==> src/rtl/gpio_port6.sv <==
module gpio_port6 #(
  parameter int ADDR_W      = 8,
  parameter int DATA_W      = 8,
  parameter int PINS        = 6,
  parameter int SYNC_STAGES = 2,
  parameter logic [ADDR_W-1:0] DATA_ADDR = 8'h01,
  parameter logic [ADDR_W-1:0] DIR_ADDR  = 8'h05
) (
  input  logic              clk,
  input  logic              rst_n,
  input  logic              bus_sel,
  input  logic              bus_wr,
  input  logic [ADDR_W-1:0] bus_addr,
  input  logic [DATA_W-1:0] bus_wdata,
  output logic [DATA_W-1:0] bus_rdata,
  input  logic [PINS-1:0]   pin_in,
  output logic [PINS-1:0]   pin_oe,
  output logic [PINS-1:0]   pin_out
);

  localparam int PAD = DATA_W - PINS;

  logic [PINS-1:0] dir_q, latch_q;
  logic [PINS-1:0] sync_q [SYNC_STAGES];

  wire hit_data = bus_addr == DATA_ADDR;
  wire hit_dir  = bus_addr == DIR_ADDR;
  wire wr_en    = bus_sel && bus_wr;
  wire rd_en    = bus_sel && !bus_wr;

  always_ff @(posedge clk or negedge rst_n)
    if (!rst_n) begin
      dir_q   <= '0;
      latch_q <= '0;
    end else if (wr_en) begin
      if (hit_dir)  dir_q   <= bus_wdata[PINS-1:0];
      if (hit_data) latch_q <= bus_wdata[PINS-1:0];
    end

  always_ff @(posedge clk or negedge rst_n)
    if (!rst_n) sync_q[0] <= '0;
    else        sync_q[0] <= pin_in;

  for (genvar s = 1; s < SYNC_STAGES; s++) begin : g_sync
    always_ff @(posedge clk or negedge rst_n)
      if (!rst_n) sync_q[s] <= '0;
      else        sync_q[s] <= sync_q[s-1];
  end

  wire [PINS-1:0] port_view = (dir_q & latch_q) | (~dir_q & sync_q[SYNC_STAGES-1]);

  assign pin_oe  = dir_q;
  assign pin_out = latch_q;

  always_comb begin
    bus_rdata = '0;
    if (rd_en && hit_data) bus_rdata = {{PAD{1'b0}}, port_view};
    else if (rd_en && hit_dir) bus_rdata = {{PAD{1'b0}}, dir_q};
  end

  AST_RESET_IDLE: assert property (@(posedge clk)
    !rst_n |=> (pin_oe == '0 && pin_out == '0));

  AST_DIR_WRITE: assert property (@(posedge clk) disable iff (!rst_n)
    (wr_en && hit_dir) |=> pin_oe == $past(bus_wdata[PINS-1:0]));

  AST_DATA_WRITE: assert property (@(posedge clk) disable iff (!rst_n)
    (wr_en && hit_data) |=> pin_out == $past(bus_wdata[PINS-1:0]));

  AST_NO_STRAY_WRITE: assert property (@(posedge clk) disable iff (!rst_n)
    !(wr_en && (hit_data || hit_dir)) |=> ($stable(pin_oe) && $stable(pin_out)));

  AST_UPPER_ZERO: assert property (@(posedge clk) disable iff (!rst_n)
    bus_rdata[DATA_W-1:PINS] == '0);

  AST_IDLE_RDATA: assert property (@(posedge clk) disable iff (!rst_n)
    !rd_en |-> bus_rdata == '0);

  AST_DIR_READ: assert property (@(posedge clk) disable iff (!rst_n)
    (rd_en && hit_dir) |-> bus_rdata[PINS-1:0] == pin_oe);

endmodule

==> config.mk <==
export PLATFORM = sky130hd
export DESIGN_NAME = gpio_port6
export DESIGN_NICKNAME = d
export VERILOG_FILES = /design/src/rtl/gpio_port6.sv
export SDC_FILE = /design/constraint.sdc
export NUM_CORES = 1
export LEC_CHECK = 0
export ABC_CLOCK_PERIOD_IN_PS = 1000
export BUFFER_PORTS_ARGS = -buffer_cell sky130_fd_sc_hd__buf_2
export CAP_MARGIN = 40
export CORE_MARGIN = 3
export CORE_UTILIZATION = 27
export CTS_BUF_LIST = sky130_fd_sc_hd__clkbuf_4
export CTS_CLUSTER_SIZE = 28
export DETAILED_ROUTE_END_ITERATION = 8
export MAX_ROUTING_LAYER = met4
export SYNTH_ARGS = -nofsm -noshare
export SYNTH_HDL_FRONTEND = slang
export SYNTH_SLANG_ARGS = --single-unit
==> constraint.sdc <==
create_clock -name clk -period 1 [get_ports clk]
set_input_delay 0.1 -clock clk [delete_from_list [all_inputs] [get_ports clk]]
set_output_delay 0.1 -clock clk [all_outputs]
set_load 0.03 [all_outputs]
==> reports/results.txt, run 1 <==
GRT Util Overall - 12.1%
Nets - 165
clock sinks - 24
TritonRoute pass-1 iters - 4
worst path arrival time - 1.20 ns
max_cap viols - 0
Non-Filler Instances - 184
Buffers on Ports - 41
Synth warnings - 0
final setup fails - 17
clk root buf - clkbuf_4
Antenna Violating Nets Remaining - 0
Routed WL - 2.40 mm
initial DRC count - 5
crit path launch type - register
share of layout cells above drive strength 1 - 62.3%
Place WS - -0.385 ns
Rows - 21
sequential cell area fraction in the yosys report - 60.9%
grt ovf - 0
fmax - 769 MHz
Die W - 66.4 um
dpl cells - 163
utilization after layout - 49.3%
CTS tree - done
CTS buffer count - 3
setup tns final - -2.57 ns
most frequent cells in the layout - 34 x buf_6, 24 x dfrtp_1, 19 x buf_2
clock tree buffer depth - 2
Critical path origin - pin_oe[0]
Top-Level Pins - 46
Crit. End Element - output pin
full die area - 4410 um2
failing checks - setup timing
kind of critical path - register to output pin
Starting Density - 28.9%
Layout area overhead - 70.8%
maximum vdd drop - 0.000654 V
crit share post-route - 130%
RD Place Congestion - 0.633
Worst R2R End - pin_oe[0]
Vias/cell - 4.33
H-tree depth - 1
vias in the first global route - 885
Pleak - 0.845 nW
largest net degree at the start of global routing - 25
total power - 1.72 mW
syn_area_per_cell - 14.3 um2
RSZ-0062 raised after global routing - yes
Rel. slew slack - 65.5%
worst min-delay path startpoint - bus_wdata[4]
CORE AREA - 3420 um2
crit path time final - 1.30 ns
Cell Area, Synth - 986 um2
first-pass GRT wire length - 3.94 mm
Post-Synthesis Cells - 69
DP HPWL - 1.72 mm
via count - 796
R2R cell count - 3
Max Slew Vio Count - 0
r2r startpoint - pin_oe[0]
clock skew - 0.00115 ns
Min-Delay Path Class - input pin to register
FF-to-FF setup slack - 0 ns
ANT cells - 0
crit path to - bus_rdata[0]
die height - 66.4 um
distinct cell type count after synthesis - 15
Clock transition at path regs - 0.13 ns
PwrDens - 1020 nW/um2
worst skew pair latency - 0.30 ns
WL/cell - 13.0 um
final hold violations - 0
drt drc - 0
final setup margin - -0.301 ns
status - complete, but fails checks
Yosys reg bits - 24
crit-path max FO - 3
most common cell after layout, fill and taps aside - buf_6
initial antenna violation count - 0
worst slew pin tran - 0.518 ns
Worst EP required - 0.90 ns
critical path, cell delays in order, from the launching register on:
cell and delay, ns:
dfrtp_1 0.41, nor2_1 0.11, nand2_1 0.07, a21oi_2 0.15, buf_6 0.14
layout make-up:
cell class                 count  area (um2)
multi-input combinational     43         399
clock buffer                   3        22.5
clock inverter                 1        3.75
tap                           46        57.6
fill                         321        1730
sequential                    24         601
timing repair buffer          67         601
sequential cells by signal, summed over array words and instances, names as in the netlist:
| name | cells |
|---|---|
| sync_q | 12 |
| pin_out | 6 |
| pin_oe | 6 |
layer usage:
layer	part of all wire, %	global-route usage, %	routed length [um]
met5	0	-	0
met1	43	15.0	1030
met3	7.1	2.55	169
met4	0.50	3.05	12
met2	50	20.2	1190
cells by family (layout without fill, tap and decap cells):
family	count (synthesis)	in the layout	synth area share (%)
multiplexers	12	12	16.0
AND/OR/NAND/NOR	17	17	14.7
flip-flops	24	24	60.9
AO/OA/AOI/OAI	12	12	6.09
buffers and inverters	3	71	1.90
other	1	2	0.380
how the worst min path moves through the flow:
stage | to | slack [ns] | cells after the start
2_1_floorplan | pin_oe[0] | -0.20 | 0
3_3_place_gp | sync_q[8] | 0.1 | 1
3_5_place_dp | sync_q[8] | 0.11 | 1
4_1_cts | pin_out[4] | 0.02 | 2
5_1_grt | pin_out[3] | 0.02 | 2
6_report | pin_out[4] | 0.03 | 2
through the flow:
stage | instance area, um2 | hold slack [ns]
after floorplan | 1020 | -0.196
after global placement | 1330 | 0.0998
after detailed placement | 1330 | 0.114
after CTS | 1620 | 0.0177
after global routing | 1680 | 0.0211
final | 1680 | 0.0348
cells in the mapped netlist, drive strengths merged:
cell,instances,share of area [%]
nand2,6,2.3
conb,1,0.38
clkbuf,1,0.38
dfrtp,24,61
nand3b,1,0.76
nand4,1,2.2
mux2,12,16
buf,2,1.5
nor2,6,2.3
o21ai,6,3.0
nand4b,1,2.4
a21oi,6,3.0
nor4b,2,4.8
power breakdown:
| group | total (mW) | switching [mW] | leakage [nW] | internal (mW) |
|---|---|---|---|---|
| combinational | 0.274 | 0.128 | 0.523 | 0.146 |
| clock | 0.421 | 0.276 | 0.0154 | 0.145 |
| sequential | 1.03 | 0.0179 | 0.306 | 1.01 |
| total | 1.72 | 0.421 | 0.845 | 1.30 |
what timing repair did:
action,in CTS,in global routing
gates resized for setup,44,17
hold endpoints to repair,30,0
hold buffers,7,0
pin swaps,9,7
endpoints found under the setup margin,30,28
setup buffers,7,7
No activity file was read; power rests on OpenSTA's default activity.
==> run 2: changes to the inputs <==
--- a/config.mk
+++ b/config.mk
@@ -14,6 +14,7 @@
 export CTS_CLUSTER_SIZE = 28
 export DETAILED_ROUTE_END_ITERATION = 8
 export MAX_ROUTING_LAYER = met4
+export REMOVE_ABC_BUFFERS = 1
 export SYNTH_ARGS = -nofsm -noshare
 export SYNTH_HDL_FRONTEND = slang
 export SYNTH_SLANG_ARGS = --single-unit
==> reports/results.txt, run 2 (synthesized netlist as in run 1, its figures left out) <==
final hold violations - 0 (unchanged)
Starting Density - 28.9% (unchanged)
Routed WL - 2.25 mm (-6.2%)
CTS tree - done
initial DRC count - 12 (+7)
FF-to-FF setup slack - 0.07 ns (+0.07 ns)
Layout area overhead - 59.5%
worst slew pin tran - 0.515 ns (-0.00253 ns)
worst hold stages - 2 (unchanged)
die height - 66.4 um (unchanged)
Nets - 155 (-6.1%)
RD Place Congestion - 0.647 (+2.2%)
crit path cell chain - nor2_1 -> nand2_1 -> a21oi_2 -> buf_6
largest net degree at the start of global routing - 25 (unchanged)
DP HPWL - 1.67 mm (-3.0%)
Rows - 21 (unchanged)
crit share post-route - 128% (-2.4 points)
total power - 1.67 mW (-2.8%)
RSZ-0062 raised after global routing - yes
Max Slew Vio Count - 0 (unchanged)
r2r startpoint - pin_oe[4]
Worst EP required - 0.90 ns (about the same)
fmax - 783 MHz (+1.8%)
drt drc - 0 (unchanged)
crit path time final - 1.28 ns (-0.0236 ns)
Pleak - 0.783 nW (-7.4%)
CTS buffer count - 3 (unchanged)
most frequent cells in the layout - 26 x buf_6, 24 x dfrtp_1, 19 x buf_2, 7 x dlygate4sd3_1
grt ovf - 0 (unchanged)
Buffers on Ports - 41 (unchanged)
WL/cell - 13.0 um (-0.25%)
setup tns final - -2.00 ns (+0.578 ns)
CORE AREA - 3420 um2 (unchanged)
crit-path max FO - 3 (unchanged)
clock tree buffer depth - 2 (unchanged)
first-pass GRT wire length - 3.63 mm (-7.9%)
Clock transition at path regs - 0.12 ns (about the same)
GRT Util Overall - 11.3% (-0.79 points)
TritonRoute pass-1 iters - 4 (unchanged)
DP Area - 1270 um2 (-4.2%)
H-tree depth - 1 (unchanged)
status - complete, but fails checks
initial antenna violation count - 0 (unchanged)
Reg with most FFs - sync_q
Finished Cell Area - 1570 um2 (-6.6%)
failing checks - setup timing
Layout fillers - 320 (-0.31%)
most common cell after layout, fill and taps aside - buf_6
share of layout cells above drive strength 1 - 59.1% (-3.3 points)
Place WS - -0.369 ns (+0.0165 ns)
Vias/cell - 4.39 (+1.4%)
final setup fails - 16 (-1)
Top-Level Pins - 46 (unchanged)
full die area - 4410 um2 (unchanged)
Max stage delay on crit path - 0.42 ns (about the same)
clk root buf - clkbuf_4
Die W - 66.4 um (unchanged)
worst min-delay path startpoint - bus_wdata[4]
maximum vdd drop - 0.000800 V (+22%)
crit path launch type - register
hold endpoint - pin_oe[4]
utilization after layout - 46.0% (-3.3 points)
Largest register FFs - 12 (unchanged)
worst skew pair latency - 0.30 ns (about the same)
Worst R2R End - pin_oe[4]
Crit. End Element - output pin
vias in the first global route - 808 (-8.7%)
Rel. slew slack - 65.7% (+0.17 points)
Min-Delay Path Class - input pin to register
clock skew - 0.000224 ns (-0.000927 ns)
Antenna Violating Nets Remaining - 0 (unchanged)
ANT cells - 0 (unchanged)
Slowest-stage cell, CP - dfrtp_1
worst path arrival time - 1.18 ns (-0.02 ns)
kind of critical path - register to output pin
max_cap viols - 0 (unchanged)
clock sinks - 24 (unchanged)
PwrDens - 1060 nW/um2 (+4.0%)
via count - 759 (-4.6%)
R2R cell count - 2 (-1)
final setup margin - -0.278 ns (+0.0236 ns)
==> run 2: power by group <==
part           switching (mW)  internal (mW)
Combinational           0.121          0.128
Clock                   0.254          0.141
Sequential             0.0203           1.01
==> run 2: repair_timing <==
action / 4_1_cts / 5_1_grt
endpoints found under the setup margin: 25 / 24
resized for setup: 48 / 9
endpoints found under the hold margin: 30 / 0
hold buffers: 7 / 0
pin swaps: 3 / 2
buffers inserted: 7 / 1
==> run 2: per-stage QoR <==
stage | instances | hold WS, ns
floorplan | 67 | -0.196
global route | 173 | 0.00212
detailed placement | 159 | 0.107
finish | 173 | 0.0189
CTS | 173 | 0.0116
global placement | 159 | 0.0962
==> run 2: how the worst max path moves through the flow <==
stage / from / endpoint / cells after the start / slack (ns)
6_report: pin_oe[2] / bus_rdata[2] / 4 / -0.28
5_1_grt: pin_oe[1] / bus_rdata[1] / 4 / -0.41
4_1_cts: pin_oe[2] / bus_rdata[2] / 4 / -0.29
3_5_place_dp: bus_addr[3] / pin_out[2] / 5 / -0.37
3_3_place_gp: bus_addr[3] / pin_oe[4] / 5 / -0.33
2_1_floorplan: bus_addr[7] / bus_rdata[0] / 3 / -0.35
==> run 2: layout make-up <==
type	instances	area, um2	area share [%]
clock buffer	3	22.5	1.43
multi-input combinational	43	397	25.2
sequential	24	601	38.2
tap	46	57.6	3.66
timing repair buffer	57	495	31.5
==> run 2: critical path: cells and delay by family (launching register included) <==
| kind | cells | cell delay (ns) |
|---|---|---|
| AO/OA/AOI/OAI | 1 | 0.15 |
| buffers and inverters | 1 | 0.15 |
| flip-flops | 1 | 0.42 |
| AND/OR/NAND/NOR | 2 | 0.16 |
==> run 2: routing by layer <==
metal	global-route usage, %	wire, um	up-vias
li1	-	-	357
met1	12.9	886	365
met2	19.2	1170	32
met3	2.04	151	5
met4	5.33	40	0
met5	-	0	-
